--- src/rtl/dram_ctrl_pkg.sv ---
package dram_ctrl_pkg;
  typedef enum logic [3:0] {
    ST_IDLE,
    ST_ROW,   // row on bus, strobes high
    ST_RCD,   // row strobe low
    ST_COL,   // column on bus, write enable set
    ST_CAS,   // column strobe low
    ST_RUP,   // row strobe up, column still low
    ST_PRE,   // precharge
    ST_RROW,  // refresh row on bus
    ST_RRAS,  // refresh row strobe low
    ST_CCAS,  // column-first refresh: column low
    ST_CRAS   // column-first refresh: both low
  } ctrl_st_e;
endpackage

--- src/rtl/phase_timer.sv ---
module phase_timer #(
  parameter int PH_W = 3
) (
  input  logic            clk_i,
  input  logic            rst_ni,
  input  logic            load_i,
  input  logic [PH_W-1:0] load_val_i,
  output logic            done_o
);
  logic [PH_W-1:0] cnt_q;

  always_ff @(posedge clk_i or negedge rst_ni) begin
    if (!rst_ni)             cnt_q <= '0;
    else if (load_i)         cnt_q <= load_val_i;
    else if (cnt_q != '0)    cnt_q <= cnt_q - 1'b1;
  end

  assign done_o = (cnt_q == '0);
endmodule

--- src/rtl/ref_timer.sv ---
module ref_timer #(
  parameter int REF_INTERVAL = 3125
) (
  input  logic clk_i,
  input  logic rst_ni,
  input  logic ack_i,
  output logic pend_o
);
  localparam int CNT_W = (REF_INTERVAL > 2) ? $clog2(REF_INTERVAL) : 1;

  logic [CNT_W-1:0] cnt_q;
  logic             expire;

  assign expire = (cnt_q == CNT_W'(REF_INTERVAL - 1));

  always_ff @(posedge clk_i or negedge rst_ni) begin
    if (!rst_ni) begin
      cnt_q  <= '0;
      pend_o <= 1'b0;
    end else begin
      cnt_q  <= expire ? '0 : cnt_q + 1'b1;
      pend_o <= expire | (pend_o & ~ack_i);
    end
  end
endmodule

--- src/rtl/ref_row_ctr.sv ---
module ref_row_ctr #(
  parameter int ROW_W = 6
) (
  input  logic             clk_i,
  input  logic             rst_ni,
  input  logic             inc_i,
  output logic [ROW_W-1:0] row_o
);
  always_ff @(posedge clk_i or negedge rst_ni) begin
    if (!rst_ni)     row_o <= '0;
    else if (inc_i)  row_o <= row_o + 1'b1;  // natural wrap at all-ones
  end
endmodule

--- src/rtl/dram_refresh_ctrl.sv ---
module dram_refresh_ctrl
  import dram_ctrl_pkg::*;
#(
  parameter int MUX_W        = 6,
  parameter int REF_INTERVAL = 3125,
  parameter int T_RCD        = 2,
  parameter int T_CAS        = 2,
  parameter int T_RAS        = 4,
  parameter int T_RP         = 3
) (
  input  logic               clk_i,
  input  logic               rst_ni,
  input  logic               cbr_mode_i,
  input  logic               req_valid_i,
  output logic               req_ready_o,
  input  logic [2*MUX_W-1:0] req_addr_i,
  input  logic               req_we_i,
  input  logic               req_wdata_i,
  output logic               rsp_valid_o,
  output logic               rsp_rdata_o,
  output logic [MUX_W-1:0]   dram_addr_o,
  output logic               dram_ras_no,
  output logic               dram_cas_no,
  output logic               dram_we_no,
  output logic               dram_din_o,
  input  logic               dram_dout_i
);
  localparam int ADDR_W = 2 * MUX_W;
  localparam int T_M1   = (T_RCD > T_CAS) ? T_RCD : T_CAS;
  localparam int T_M2   = (T_RAS > T_RP) ? T_RAS : T_RP;
  localparam int T_MAX  = (T_M1 > T_M2) ? T_M1 : T_M2;
  localparam int PH_W   = $clog2(T_MAX + 1);

  ctrl_st_e          st_q, st_d;
  logic              ph_done, ph_load;
  logic [PH_W-1:0]   ph_val;
  logic [ADDR_W-1:0] addr_q;
  logic              we_q, wd_q;
  logic              ref_pend, ref_ack, row_inc;
  logic [MUX_W-1:0]  ref_row;
  logic              accept;
  logic              rsp_q, rd_q;
  logic [MUX_W-1:0]  row_a, col_a;

  assign row_a = addr_q[ADDR_W-1:MUX_W];
  assign col_a = addr_q[MUX_W-1:0];

  function automatic logic [PH_W-1:0] dur_m1(ctrl_st_e s);
    case (s)
      ST_RCD:           return PH_W'(T_RCD - 1);
      ST_CAS:           return PH_W'(T_CAS - 1);
      ST_RRAS, ST_CRAS: return PH_W'(T_RAS - 1);
      ST_PRE:           return PH_W'(T_RP - 1);
      default:          return '0;
    endcase
  endfunction

  ref_timer #(.REF_INTERVAL(REF_INTERVAL)) u_ref_timer (
    .clk_i (clk_i),
    .rst_ni(rst_ni),
    .ack_i (ref_ack),
    .pend_o(ref_pend)
  );

  ref_row_ctr #(.ROW_W(MUX_W)) u_row_ctr (
    .clk_i (clk_i),
    .rst_ni(rst_ni),
    .inc_i (row_inc),
    .row_o (ref_row)
  );

  phase_timer #(.PH_W(PH_W)) u_phase (
    .clk_i     (clk_i),
    .rst_ni    (rst_ni),
    .load_i    (ph_load),
    .load_val_i(ph_val),
    .done_o    (ph_done)
  );

  assign req_ready_o = (st_q == ST_IDLE) && !ref_pend;
  assign accept      = req_ready_o && req_valid_i;
  assign ref_ack     = (st_q == ST_IDLE) && ref_pend;
  assign row_inc     = (st_q == ST_RRAS) && ph_done;

  always_comb begin
    st_d = st_q;
    case (st_q)
      ST_IDLE: if (ref_pend)         st_d = cbr_mode_i ? ST_CCAS : ST_RROW;
               else if (req_valid_i) st_d = ST_ROW;
      ST_ROW:  st_d = ST_RCD;
      ST_RCD:  if (ph_done) st_d = ST_COL;
      ST_COL:  st_d = ST_CAS;
      ST_CAS:  if (ph_done) st_d = ST_RUP;
      ST_RUP:  st_d = ST_PRE;
      ST_PRE:  if (ph_done) st_d = ST_IDLE;
      ST_RROW: st_d = ST_RRAS;
      ST_RRAS: if (ph_done) st_d = ST_PRE;
      ST_CCAS: st_d = ST_CRAS;
      ST_CRAS: if (ph_done) st_d = ST_PRE;
      default: st_d = ST_IDLE;
    endcase
  end

  assign ph_load = (st_d != st_q);
  assign ph_val  = dur_m1(st_d);

  always_ff @(posedge clk_i or negedge rst_ni) begin
    if (!rst_ni) begin
      st_q   <= ST_IDLE;
      addr_q <= '0;
      we_q   <= 1'b0;
      wd_q   <= 1'b0;
      rsp_q  <= 1'b0;
      rd_q   <= 1'b0;
    end else begin
      st_q <= st_d;
      if (accept) begin
        addr_q <= req_addr_i;
        we_q   <= req_we_i;
        wd_q   <= req_wdata_i;
      end
      rsp_q <= (st_q == ST_CAS) && ph_done && !we_q;
      if ((st_q == ST_CAS) && ph_done && !we_q) rd_q <= dram_dout_i;
    end
  end

  // pin decode from registered state
  always_comb begin
    dram_ras_no = !(st_q inside {ST_RCD, ST_COL, ST_CAS, ST_RRAS, ST_CRAS});
    dram_cas_no = !(st_q inside {ST_CAS, ST_RUP, ST_CCAS, ST_CRAS});
    dram_we_no  = !(we_q && (st_q inside {ST_COL, ST_CAS, ST_RUP}));
    case (st_q)
      ST_ROW, ST_RCD:         dram_addr_o = row_a;
      ST_COL, ST_CAS, ST_RUP: dram_addr_o = col_a;
      ST_RROW, ST_RRAS:       dram_addr_o = ref_row;
      default:                dram_addr_o = '0;
    endcase
  end

  assign dram_din_o  = wd_q;
  assign rsp_valid_o = rsp_q;
  assign rsp_rdata_o = rd_q;
endmodule

--- config.mk ---
export PLATFORM = sky130hd
export DESIGN_NAME = dram_refresh_ctrl
export DESIGN_NICKNAME = d
export VERILOG_FILES = /design/src/rtl/dram_ctrl_pkg.sv /design/src/rtl/phase_timer.sv /design/src/rtl/ref_timer.sv /design/src/rtl/ref_row_ctr.sv /design/src/rtl/dram_refresh_ctrl.sv
export SDC_FILE = /design/constraint.sdc
export NUM_CORES = 1
export LEC_CHECK = 0
export BUFFER_PORTS_ARGS = -buffer_cell sky130_fd_sc_hd__buf_2
export CORE_MARGIN = 2
export CORE_UTILIZATION = 40
export DETAILED_ROUTE_END_ITERATION = 10
export PLACE_DENSITY_LB_ADDON = 0.1
export SYNTH_ARGS = -nofsm -noshare
export SYNTH_HDL_FRONTEND = slang
export SYNTH_HIERARCHICAL = 1
export SYNTH_SLANG_ARGS = --single-unit
--- constraint.sdc ---
create_clock -name clk_i -period 5.91 [get_ports clk_i]
set_input_delay 0.2955 -clock clk_i [delete_from_list [all_inputs] [get_ports clk_i]]
set_output_delay 0.2955 -clock clk_i [all_outputs]
set_load 0.03 [all_outputs]
### Word-level counts from Yosys, hierarchy flattened

Cells that the tools add are included.

* register bits after elaboration: 42
* latch bits: 0
* memory bits (writable): 0
* bits in read-only memories: 0
* bits of input ports: 19
* word-level logic and storage cells: 71
* memories: 0

* add/subtract/negate cells: 3
* multipliers: 0
* divide/modulo/power cells: 0
* magnitude comparators: 0
* eq/ne operators: 17
* shift operators: 0
* muxes and demuxes: 13
* bitwise operators: 3
* reductions and logical operators: 25

Operators with widths (number)
* 4-bit one-hot mux with 10 select lines: 1
* 4-bit two-way mux: 7
* 4-bit by 3-bit == test with 1-bit output (second input constant): 6
* 4-bit == test (second input constant): 5
* 6-bit one-hot mux with 3 select lines: 1
* 12-bit by 1-bit adder with 12-bit output (second input constant): 1
* 12-bit == test (second input constant): 1
* 4-bit by 2-bit == test with 1-bit output (second input constant): 3
* 12-bit two-way mux: 1
* 2-bit OR reduction: 5
* 1-bit logical AND: 7
* 6-bit by 1-bit adder with 6-bit output (second input constant): 1
* 3-bit two-way mux: 2
* 2-bit one-hot mux with 3 select lines: 1
* 3-bit nonzero test: 2
* 1-bit logical NOT: 5
* 5-bit nonzero test: 1
* 4-bit by 1-bit == test with 1-bit output (second input constant): 1
* 4-bit logical NOT: 1
* 4-bit != test: 1
* 4-bit nonzero test: 1
* 3-bit logical NOT: 1
* 3-bit OR reduction: 1
* 3-bit by 1-bit subtractor with 3-bit output (second input constant): 1
* 4 further kinds: 4

### Logic depth before layout (Yosys ltp)

Gate-level depths: netlist (run 1).

* depth after elaboration: 7
* mapped depth: 11
* gate-level depth less buffers: 10

### Cells and area by module

The synthesis (run 1) kept the hierarchy.

Modules (own cells, without submodules)
* dram_refresh_ctrl: times used 1, cells an instance 118, area each 1234.9 um^2, seq. area each 500.5 um^2
* ref_timer: times used 1, cells an instance 58, area each 633.1 um^2, seq. area each 325.3 um^2
* ref_row_ctr: times used 1, cells an instance 18, area each 250.2 um^2, seq. area each 150.1 um^2
* phase_timer: times used 1, cells an instance 21, area each 201.4 um^2, seq. area each 75.1 um^2

### Least setup slack after synthesis (run 1)

Ideal clock, no wire load.

* path kind: reg2reg
* start: register u_phase.cnt_q[0]
* end: register u_phase.cnt_q[1]
* arrival: 2.398 ns
* setup slack: 3.412 ns
* stages on the path, launching flop included: 12
* path buffers: 1
* path through: dfrtp_1 -> inv_1 -> ha_1 -> nand2b_1 -> inv_1 -> clkbuf_1 -> or4bb_1 -> o221ai_1 -> nor3_1 -> o21ai_0 -> inv_1 -> a311oi_1

* elaborated cells on any way between the ends: 20

RTL lines
* from (decl): RTL line phase_timer.sv:10 `logic [PH_W-1:0] cnt_q;`
* from (signal assigned): RTL line phase_timer.sv:14 `else if (load_i) cnt_q <= load_val_i;`
* from (signal assigned): RTL line phase_timer.sv:15 `else if (cnt_q != '0) cnt_q <= cnt_q - 1'b1;`
* 3-bit logical NOT (*): RTL line phase_timer.sv:18 `assign done_o = (cnt_q == '0);`
* via ph_done: RTL line dram_refresh_ctrl.sv:35 `logic ph_done, ph_load;`
* 4-bit two-way mux (on tied branches)
* 4-bit one-hot mux with 10 select lines (*): RTL line dram_refresh_ctrl.sv:87 `case (st_q)`
* 4-bit != test (*): RTL line dram_refresh_ctrl.sv:104 `assign ph_load = (st_d != st_q);`
* via ph_load: RTL line dram_refresh_ctrl.sv:35
* 3-bit two-way mux or 2-bit nonzero test (tied branches)

Mark *: on every way through the listed nets, which the timed path passes. The rest lies on a longest branch. The select of a mux whose other input is x is not followed.
A chain may end at the register's enable or synchronous reset.

### Final worst setup path (run 1)

* start: register u_phase.cnt_q[0]
* end: register u_phase.cnt_q[0]

Same word-level chain as after synthesis.

==> impl.org, run 1 <==
** Status
- The flow ran to the end, and the final reports show no timing, DRC or antenna violations.

** Global route
- Overall routing resource usage :: 0.153
- For this run, global-route usage on met3 was measured as 0.0315.
- Met2 track demand over resource :: 0.220
- Maximum number of pins on one net before global-route repair :: 43
- The number of global-route vias before repair was 1565.
- The total overflow left after global routing is 0.
- The number of antenna violations at the first check in global routing came to 0.
- Global-route wire length before repair :: 7740 um
- In this run the most used layer during global routing was met1.
- In the global route stage, met1 resource usage came out at 0.229.

** Cells and area
- # nets final :: 270
- Post-route design area :: 2590 um^2
- The finished layout holds 318 standard cells, fillers aside.
- The library cell used most frequently in the layout, excluding fill and tap cells, is dfrtp_1.
- Share of final-layout standard cells stronger than drive strength 1 :: 0.276
- Number of diodes :: 0
- Area used by multi-input combinational logic :: 1150 um^2
- From synthesis to final layout, the design area changed by 11.8%.
- Leaving out fill and tap cells, the most frequent cells in the layout are dfrtp_1, buf_2, inv_1, nand2_1, nor2_1.
- Summing all flip-flop and latch instances after layout gives 1050 um^2.
- # fillers :: 539

** Drt
- In this run the remaining antenna-violating nets after routing total 0.
- Routed via count divided by cell count :: 5.25
- Number of detailed-route iterations in the first pass :: 4
- DR vias :: 1671
- After detailed routing, the average wire length per cell comes to 14.2 um.
- Routed wire length :: 4530 um
- The detailed router finished its first iteration with 90 violations.
- For this run, design rule violations remaining after detail routing come to 0.

** Critical path
- Endpoint of the worst register-to-register path :: u_phase/cnt_q[0]
- Crit path DAT :: 2.97 ns
- Maximum fanout count along the critical path :: 10
- Measured in cells, the most critical reg-to-reg path has a length of 10.
- Critical path startpoint category :: flip-flop
- For this design, the slowest cell found on the critical path is o21ai_0.
- Beginning of the worst register-to-register path :: u_phase/cnt_q[0]
- The worst setup path is captured at a flip-flop.
- The critical path is of the flip-flop to flip-flop type.
- Data required time at the worst endpoint :: 6.09 ns
- In this design, the stage delay of the slowest critical-path cell is 0.55 ns.
- The critical path goes through inv_1, ha_1, nand2b_1, inv_1, or4bb_1, o221ai_1, nor3_1, o21ai_0, nor2b_1, a221oi_1.
- Crit path top cell by count :: inv_1
- Worst reg-to-reg setup slack :: 3.13 ns

** Floorplan
- The die is 80.2 um tall.
- Std cell rows :: 27
- For this configuration, the core starts out at a cell density of 0.419.
- Die Footprint :: 6420 um^2
- Count of boundary I/O pins :: 32
- Die W :: 80.2 um
- Floorplan Core Area :: 5540 um^2

** Timing
- Maximum achievable frequency :: 0.360 GHz
- The worst path in the final design needs a cycle of 2.78 ns, including I/O delays and setup.
- Relative slew slack :: 0.376
- The final max-slew violation count is 0.
- Setup Viol. Count Final :: 0
- Unrepaired setup endpoints after global routing :: no
- Number of hold-slack violations in the final timing report :: 0
- Adding up every negative setup slack in the final design gives 0 ns.
- Ratio of final minimum period to clock period :: 0.471
- At the pin with the least slew margin, the transition time is 0.936 ns.
- Worst clock skew :: 0.00340 ns

** Placement
- Number of I/O port buffers :: 31
- The congestion estimate from routability-driven global placement came to 0.840.
- Half-perimeter wire length after placement :: 3110 um
- Cell total after placement :: 311
- The placed instances occupy a cell area of 2510 um^2.

** Power and ir drop
- Peak VDD IR :: 0.259 mV
- Lkg Pwr :: 1.28 nW
- For this design the ratio of total power to cell area is 505 nW/um^2.

** Synthesis
- Sequential cell area fraction in the yosys report :: 0.453
- Of the post-synthesis cell area, the dominant cell type holds 0.453.
- Net count of the mapped netlist :: 239
- Leading cell types by total area after synthesis :: dfrtp_1, mux2_4, inv_1, mux2_2, ha_1
- Of all cell types, the one taking the most synthesized area is dfrtp_1.
- Post-synthesis cell type count :: 56
- For this run, the leading register cell type out of synthesis is dfrtp_1.
- The cell area that synthesis handed to floorplanning was 2320 um^2.
- In this run, synthesis inferred 0 flip-flops with an integrated enable.
- In this run the mean area of a mapped cell was 10.8 um^2.
- Synthesis produced a netlist whose cell count is 215.
- Ys Warns :: 6
- Number of flip-flops and latches in the synthesized netlist :: 42
- Fraction of synthesis flops using an asynchronous set or reset pin :: 1.00

** CTS
- The H-tree was split into 2 levels.
- Clock tree synthesis selected as its root buffer the cell clkbuf_8.
- The clock reaches the later pin of the worst-skew pair after 0.29 ns.
- Total clock buffers created by CTS :: 5
- CTS tree :: done
- # hold bufs at CTS :: 0
- After clock tree synthesis, the repair step resized 0 gates.
- Clock buffer depth :: 2
- Clk slew on worst S/H paths :: 0.08 ns
- Buffers inserted during post-CTS setup optimization :: 0
- Number of clock sinks :: 42

** Min path
- Hold WC Path Type :: input port to async pin

** Job
- Max-capacitance violation count :: 0
## layout make-up
| type | count | share of cell area |
|---|---|---|
| multi-input combinational | 147 | 0.442 |
| sequential | 42 | 0.405 |
| timing repair buffer | 31 | 0.0598 |
| tap | 72 | 0.0347 |
| inverter | 19 | 0.0275 |
| clock buffer | 5 | 0.0265 |
| clock inverter | 2 | 0.00386 |
## worst max-delay path, delay by kind of cell, from the launching register on
| family | cells | cell delay [ns] |
|---|---|---|
| simple gates | 4 | 0.78 |
| compound gates | 3 | 0.98 |
| fa+ha+maj | 1 | 0.20 |
| flops | 1 | 0.40 |
| buf+inv | 2 | 0.33 |
## worst max-delay path by stage
stage / from / endpoint
2_1_floorplan: u_phase/cnt_q[0] / u_phase/cnt_q[1]
4_1_cts: u_phase/cnt_q[0] / u_phase/cnt_q[0]
3_3_place_gp: u_phase/cnt_q[0] / u_phase/cnt_q[0]
6_report: u_phase/cnt_q[0] / u_phase/cnt_q[0]
3_5_place_dp: u_phase/cnt_q[0] / u_phase/cnt_q[1]
5_1_grt: u_phase/cnt_q[0] / u_phase/cnt_q[0]
## per-stage QoR
step,utilization,hold slack (ns),setup slack [ns],power [W]
floorplan,-,-0.0000911,3.41,0.000991
global placement,0.454,0.459,3.24,0.00113
detailed placement,0.454,0.467,3.14,0.00114
CTS,0.468,0.183,3.15,0.00132
global route,0.468,0.219,2.84,0.00141
finish,0.468,0.138,3.13,0.00131
## state kept, by name (all words and copies together), names as in the netlist
register	count
u_ref_timer/pend_o	1
st_q	4
rsp_valid_o	1
we_q	1
rsp_rdata_o	1
addr_q	12
dram_din_o	1
u_phase/cnt_q	3
u_ref_timer/cnt_q	12
u_row_ctr/row_o	6
## kinds of logic after synthesis
group           share of synthesized area
other cells                       0.00162
flops                               0.453
buf+inv                            0.0529
fa+ha+maj                          0.0270
compound gates                      0.115
mux                                0.0982
simple gates                        0.200
xor+xnor                           0.0529
## per-layer routing
metal | wire [um] | up-vias | share of wire
li1 | - | 823 | -
met1 | 2390 | 809 | 0.53
met2 | 1930 | 34 | 0.43
met3 | 157 | 5 | 0.035
met4 | 48 | 0 | 0.011
met5 | 0 | - | 0
## power by group
part,switching [W],internal [W]
clock,0.0000973,0.0000794
combinational,0.000374,0.000287
sequential,0.000102,0.000369
## synthesized netlist by cell type, types with 4 or more instances
cell type / count
clkbuf_1: 4
nor2_1: 11
mux2_4: 10
nand2_1: 12
xor2_1: 7
nor2b_1: 5
dfrtp_1: 42
o31ai_1: 4
nand3_1: 4
mux2_2: 6
ha_1: 5
inv_1: 19
xnor2_1: 7
nor3_1: 7
a21oi_1: 6
a222oi_1: 6
o21ai_0: 7
nand2b_1: 6
Power figures use the tool's default switching activity.
==> run 2, diff against run 1 <==
==> constraint.sdc (replaced) <==
create_clock -name clk_i -period 2.7 [get_ports clk_i]
set_input_delay 0.135 -clock clk_i [delete_from_list [all_inputs] [get_ports clk_i]]
set_output_delay 0.135 -clock clk_i [all_outputs]
set_load 0.03 [all_outputs]
==> impl.org, run 2 (synthesis gave the netlist of run 1 again) <==
** Cells and area
- Count of non-filler cells in the finished layout :: 323 (was 318)
- # nets final :: 274 (was 270)
- The count of antenna diodes in the layout came to 0 (unchanged).
- The number of inserted filler cells in the final layout came to 545 (was 539).
- Biggest registers after layout: addr_q (12), u_ref_timer/cnt_q (12), u_row_ctr/row_o (6) (unchanged).
- Share of final-layout standard cells stronger than drive strength 1 :: 0.295 (was 0.276)
- Commonest non-fill, non-tap cell in the layout :: dfrtp_1 (unchanged)
- Signed area change from the synthesized netlist to the final layout :: 14.6% (was 11.8%)
- Leading cell types in the layout, fill and taps excluded: dfrtp_1, buf_2, inv_1, nand2_1, nor2_1 (unchanged).

** Placement
- Half-perimeter wire length after placement :: 3160 um (was 3110 um)
- The worst slack at placement was 0.130 ns (was 3.14 ns).
- Cell total after placement :: 315 (was 311)
- Number of I/O port buffers :: 31 (unchanged)
- Gp weighted congestion :: 0.773 (was 0.840)

** CTS
- Resized Gates After CTS :: 0 (unchanged)
- The clock transition time at the flip-flop clock pins of the worst setup and hold paths is 0.08 ns (about the same).
- Number of clock sinks :: 42 (unchanged)
- # hold bufs at CTS :: 0 (unchanged)
- Clock tree root driver cell :: clkbuf_8 (unchanged)
- The total CTS buffers is 5 (unchanged).
- The clock tree from TritonCTS was done (unchanged).
- The maximum clock path buffer count was 2 (unchanged).
- The latest clock arrival within the worst-skew pair is 0.29 ns (about the same).
- The setup fix buffers added after clock tree synthesis is 0 (unchanged).
- Maximum level of the CTS H-tree :: 2 (unchanged)

** Power and ir drop
- Lkg Pwr :: 1.30 nW (was 1.28 nW)
- The maximum vdd ir drop came to 0.491 mV (was 0.259 mV).
- The cell area power density came to 1140 nW/um^2 (was 505 nW/um^2).
- Tot Pwr :: 0.00303 W (was 0.00131 W)

** Critical path
- Maximum fanout count along the critical path :: 10 (unchanged)
- The arrival time of data at the critical path endpoint came to 2.68 ns (was 2.97 ns).
- The required time of the critical path came to 2.86 ns (was 6.09 ns).
- The cell count of the worst reg-to-reg path is 11 (was 10).
- The type of the worst setup path was flip-flop to flip-flop (unchanged).
- The nature of the critical path endpoint is a flip-flop (unchanged).
- The kind of start point of the critical path is a flip-flop (unchanged).

** Drt
- The average wire per cell in the routed design is 13.8 um (was 14.2 um).
- The via count was 1690 (was 1671).
- Routed via count divided by cell count :: 5.23 (was 5.25)
- The detailed-router iteration count before antenna repair came to 4 (unchanged).
- The residual antenna-violating net count after detailed routing came to 0 (unchanged).
- Routed wire length :: 4470 um (was 4530 um)
- The remaining design rule violation count came to 0 (unchanged).
- The number of DRC markers after the initial detailed-route iteration is 84 (was 90).

** Timing
- The pin slew with the least headroom to its limit is 0.919 ns (was 0.936 ns).
- The clock skew was 0.00561 ns (was 0.00340 ns).
- The remaining max-slew budget at the tightest pin is 0.388 (was 0.376).
- Count of pins over their slew limit :: 0 (unchanged)
- Maximum achievable frequency :: 0.398 GHz (was 0.360 GHz)
- Clock period minus worst slack :: 2.51 ns (was 2.78 ns)
- The worst hold-check slack came to -0.0275 ns (was 0.138 ns).
- Ratio of final minimum period to clock period :: 0.931 (was 0.471)
- The final setup violation count was 0 (unchanged).
- Sum of negative setup slack :: 0 ns (unchanged)
- The setup slack of the critical path after layout is 0.186 ns (was 3.13 ns).
- The count of final hold-check violations came to 42 (was 0).
- Unrepaired setup endpoints after global routing: no (unchanged).

** Status
- Violations in the final reports :: hold timing
- Outcome :: complete, but fails checks (was finished, final reports clean)

** Global route
- The global-route usage over all layers was 0.159 (was 0.153).
- Global-route wire length before repair :: 7900 um (was 7740 um)
- Initial antenna violation count :: 0 (unchanged)
- Maximum number of pins on one net before global-route repair :: 43 (unchanged)
- The number of global-route vias before repair came to 1644 (was 1565).
- Sum of overflow across all layers after global routing :: 0 (unchanged)

** Job
- Max-capacitance violation count :: 0 (unchanged)

** Floorplan
- Std cell rows :: 27 (unchanged)
- Floorplan Core Area :: 5540 um^2 (unchanged)
- Effective utilization at floorplan :: 0.419 (unchanged)
- The area of the die came to 6420 um^2 (unchanged).
- Count of boundary I/O pins :: 32 (unchanged)
- Die W :: 80.2 um (unchanged)
- Vert. Die Dim :: 80.2 um (unchanged)

** Min path
- The type of the tightest min-delay check is input port to async pin (unchanged).
==> run 2: routing by layer <==
metal  global-route usage  vias to the layer above  wire length (um)
met5                    0                        -                 0
met3               0.0382                        5               192
met4               0.0508                        0                63
met1                0.229                      815              2230
li1                     -                      838                 -
met2                0.236                       32              1980
==> run 2: cell type report <==
type	instances	area, um^2	share of cell area
sequential	42	1050	0.395
timing repair buffer	35	185	0.0697
multi-input combinational	147	1150	0.431
inverter	19	71.3	0.0268
clock buffer	5	68.8	0.0259
clock inverter	3	45.0	0.0169
tap	72	90.1	0.0339
==> run 2: critical path, cell delays in order, from the launching register on <==
cell,delay (ns)
dfrtp_1,0.40
inv_1,0.09
ha_1,0.20
nand2b_1,0.12
inv_2,0.15
or4bb_1,0.50
o221ai_1,0.13
o21a_1,0.15
o21ai_0,0.08
buf_4,0.16
nor4b_1,0.32
a221oi_1,0.09
==> run 2: path summary, 6_finish.rpt <==
kind / startpoint / slack (ns) / to
max: u_phase/cnt_q[0] / 0.19 / u_phase/cnt_q[0]
min: rst_ni / -0.03 / u_ref_timer/cnt_q[8]
max reg2reg: u_phase/cnt_q[0] / 0.19 / u_phase/cnt_q[0]
min reg2reg: u_row_ctr/row_o[5] / 0.47 / u_row_ctr/row_o[5]
max in group asynchronous: rst_ni / 2.16 / rsp_rdata_o
min in group clk_i: req_addr_i[10] / 0.06 / addr_q[10]
==> run 2: per-stage QoR <==
| step | instance area (um^2) | hold slack (ns) | utilization |
|---|---|---|---|
| floorplan | 2320 | -0.161 | - |
| global placement | 2540 | 0.340 | 0.459 |
| detailed placement | 2540 | 0.333 | 0.459 |
| CTS | 2660 | 0.00426 | 0.480 |
| global route | 2660 | 0.0385 | 0.480 |
| finish | 2660 | -0.0275 | 0.480 |
==> run 2: power by group <==
part / switching [W] / leakage [nW] / internal, W / total [W]
clock network: 0.000222 / 0.0504 / 0.000275 / 0.000497
registers: 0.000183 / 0.530 / 0.000809 / 0.000992
logic: 0.000856 / 0.720 / 0.000687 / 0.00154
==> run 3, diff against run 2 <==
--- a/config.mk
+++ b/config.mk
@@ -10,6 +10,8 @@
 export CORE_UTILIZATION = 40
 export DETAILED_ROUTE_END_ITERATION = 10
 export PLACE_DENSITY_LB_ADDON = 0.1
+export REMOVE_ABC_BUFFERS = 1
+export SLEW_MARGIN = 20
 export SYNTH_ARGS = -nofsm -noshare
 export SYNTH_HDL_FRONTEND = slang
 export SYNTH_HIERARCHICAL = 1
==> impl.org, run 3 (synthesis gave the netlist of run 1 again) <==
** CTS
- The quantity of gates resized following cts came to 0 (unchanged).
- Clock latency of the later-clocked register in the worst-skew pair :: 0.30 ns (was 0.29 ns)
- CTS tree :: done (unchanged)
- The number of sinks driven by the clock tree came to 42 (unchanged).
- The maximum clock path buffer count was 2 (unchanged).
- Maximum level of the CTS H-tree :: 2 (unchanged)
- Clk slew on worst S/H paths :: 0.08 ns (about the same)
- # hold bufs at CTS :: 0 (unchanged)
- The buffer type at the clock tree root was clkbuf_8 (unchanged).
- The total CTS buffers is 5 (unchanged).
- The setup fix buffers added after clock tree synthesis came to 0 (unchanged).

** Timing
- The final critical-path required period was 2.53 ns (was 2.51 ns).
- Count of pins over their slew limit :: 0 (unchanged)
- Unrepaired setup endpoints after global routing :: no (unchanged)
- Number of hold-slack violations in the final timing report :: 42 (unchanged)
- The worst hold-check slack is -0.0344 ns (was -0.0275 ns).
- The sum of negative setup slack was 0 ns (unchanged).
- The final setup violation count is 0 (unchanged).
- The pin slew with the least headroom to its limit was 0.921 ns (was 0.919 ns).
- Maximum achievable frequency :: 0.395 GHz (was 0.398 GHz)
- The clock skew came to 0.00783 ns (was 0.00561 ns).
- Ratio of final minimum period to clock period :: 0.937 (was 0.931)
- The remaining max-slew budget at the tightest pin is 0.386 (was 0.388).

** Floorplan
- The placeable core area is 5540 um^2 (unchanged).
- The I/O pin count was 32 (unchanged).
- The die span in y is 80.2 um (unchanged).
- The die outline width came to 80.2 um (unchanged).
- The placement row count came to 27 (unchanged).
- The initial core utilization is 0.419 (unchanged).
- Die Footprint :: 6420 um^2 (unchanged)

** Drt
- DRC errors left :: 0 (unchanged)
- Number of detailed-route iterations in the first pass :: 4 (unchanged)
- The number of DRC markers after the initial detailed-route iteration came to 112 (was 84).
- Number of nets with antenna violations after routing :: 0 (unchanged)
- The vias per cell was 5.18 (was 5.23).
- The average wire per cell in the routed design came to 13.6 um (was 13.8 um).
- The via count was 1673 (was 1690).
- Routed wire length :: 4390 um (was 4470 um)

** Global route
- The global-route met2 utilization came to 0.232 (was 0.236).
- Overall routing resource usage :: 0.152 (was 0.159)
- Number of global-route vias before repair :: 1669 (was 1644)
- The global-route met3 utilization is 0.0382 (unchanged).
- The maximum number of pins on one net before global-route repair was 43 (unchanged).
- Met1 layer usage reported by global route :: 0.210 (was 0.229)
- The most congested layer reported by global routing was met2 (unchanged).
- Sum of overflow across all layers after global routing :: 0 (unchanged)
- Global-route wire length before repair :: 7610 um (was 7900 um)
- Initial antenna violation count :: 0 (unchanged)

** Cells and area
- The area overhead of the layout relative to synthesis is 13.5% (was 14.6%).
- The number of inserted filler cells in the final layout came to 527 (was 545).
- The share of post-route cells with drive strength above 1 was 0.291 (was 0.295).
- The most common cell after layout, fill and taps aside is dfrtp_1 (unchanged).
- The count of antenna diodes in the layout is 0 (unchanged).
- Final design utilization :: 0.475 (was 0.480)
- Leading cell types in the layout, fill and taps excluded: dfrtp_1, buf_2, inv_1, nand2_1, nor2_1 (unchanged).
- Post-route design area :: 2630 um^2 (was 2660 um^2)
- Biggest registers after layout :: addr_q (12), u_ref_timer/cnt_q (12), u_row_ctr/row_o (6) (unchanged)
- The net count of the finished layout is 274 (unchanged).

** Min path
- Hold WC Path Type :: input port to async pin (unchanged)

** Critical path
- The cell with the biggest individual delay on the critical path is or4bb_1 (unchanged).
- Maximum single-stage delay on the critical path :: 0.51 ns (was 0.50 ns)
- Maximum fanout count along the critical path :: 10 (unchanged)
- Data required time at the worst endpoint :: 2.87 ns (was 2.86 ns)
- The kind of start point of the critical path is a flip-flop (unchanged).
- Ordered cell list for the critical path: inv_1, ha_1, nand2b_1, inv_1, or4bb_1, o221ai_1, o21a_1, o21ai_0, buf_4, nor4b_1, a221oi_1 (was inv_1, ha_1, nand2b_1, inv_2, or4bb_1, o221ai_1, o21a_1, o21ai_0, buf_4, nor4b_1, a221oi_1).
- CP top delay family :: simple AND/OR/NAND/NOR gates (unchanged)
- Category of the worst setup path capture point :: flip-flop (unchanged)
- Sum of buffers and inverters on the critical path :: 3 (unchanged)
- The type of the worst setup path is flip-flop to flip-flop (unchanged).
- The arrival time of data at the critical path endpoint is 2.70 ns (was 2.68 ns).
- The most numerous cell type found on the critical path is inv_1.

** Power and ir drop
- Power share of the clock group :: 0.140 (was 0.164)
- Peak VDD IR :: 0.463 mV (was 0.491 mV)
- The cell area power density is 1110 nW/um^2 (was 1140 nW/um^2).
- Internal :: 0.00168 W (was 0.00177 W)
- The fraction of power spent switching nets was 0.428 (was 0.416).
- The leakage power figure was 1.30 nW (about the same).
- Sequential share of power :: 0.338 (was 0.327)
- Tot Pwr :: 0.00293 W (was 0.00303 W)
- Net Sw Power :: 0.00125 W (was 0.00126 W)
- Share of total power in combinational logic :: 0.522 (was 0.509)

** Placement
- The half-perimeter wire length after detailed placement is 3070 um (was 3160 um).
- The count of port buffers added during placement is 31 (unchanged).
- The final weighted congestion of routability-driven global placement was 0.742 (was 0.773).
- DP Area :: 2540 um^2 (unchanged)

** Status
- Outcome :: complete, but fails checks (unchanged)
- Violations in the final reports: hold timing (unchanged).

** Job
- The number of max-capacitance violations reported came to 0 (unchanged).
-- run 3: layer usage --
| layer | part of all wire | up-vias | wire length (um) |
|---|---|---|---|
| met2 | 0.45 | 25 | 1990 |
| li1 | - | 833 | - |
| met3 | 0.041 | 5 | 180 |
| met1 | 0.49 | 810 | 2170 |
| met4 | 0.013 | 0 | 55 |
| met5 | 0 | - | 0 |
-- run 3: final timing paths --
| kind | startpoint | endpoint | slack, ns | cells after the start |
|---|---|---|---|---|
| max reg2reg | u_phase/cnt_q[0] | u_phase/cnt_q[0] | 0.17 | 11 |
| max | u_phase/cnt_q[0] | u_phase/cnt_q[0] | 0.17 | 11 |
| min in group clk_i | req_addr_i[6] | addr_q[6] | 0.06 | 2 |
| min reg2reg | u_row_ctr/row_o[5] | u_row_ctr/row_o[5] | 0.49 | 1 |
| min | rst_ni | u_ref_timer/cnt_q[8] | -0.03 | 1 |
| max in group asynchronous | rst_ni | rsp_valid_o | 2.16 | 1 |
-- run 3: final cells by class --
class / count / area (um^2) / share of cell area
Multi-Input combinational cell: 147 / 1150 / 0.435
Clock buffer: 5 / 68.8 / 0.0261
Timing Repair Buffer: 35 / 185 / 0.0703
Sequential cell: 42 / 1050 / 0.399
Clock inverter: 3 / 21.3 / 0.00808
Tap cell: 72 / 90.1 / 0.0342
Inverter: 19 / 71.3 / 0.0271
-- run 3: metrics by stage --
step	setup slack (ns)	std cells
2_1_floorplan	0.328	208
3_3_place_gp	0.242	315
3_5_place_dp	0.171	315
4_1_cts	0.160	323
5_1_grt	0.0000195	323
6_report	0.170	323
-- run 3: power by group through the flow --
stage / Combinational [W] / Sequential (W) / Clock, W
2_1_floorplan: 0.00111 / 0.00100 / 0
3_3_place_gp: 0.00154 / 0.00100 / 0
3_5_place_dp: 0.00154 / 0.000995 / 0
4_1_cts: 0.00155 / 0.000987 / 0.000427
5_1_grt: 0.00169 / 0.00102 / 0.000450
6_report: 0.00153 / 0.000990 / 0.000409
-- run 3: worst reg2reg max path, delay by kind of cell, from the launching register on --
| family | cells | cell delay, ns |
|---|---|---|
| simple gates | 3 | 0.91 |
| buf+inv | 3 | 0.48 |
| compound gates | 4 | 0.42 |
| flops | 1 | 0.40 |
| fa+ha+maj | 1 | 0.20 |
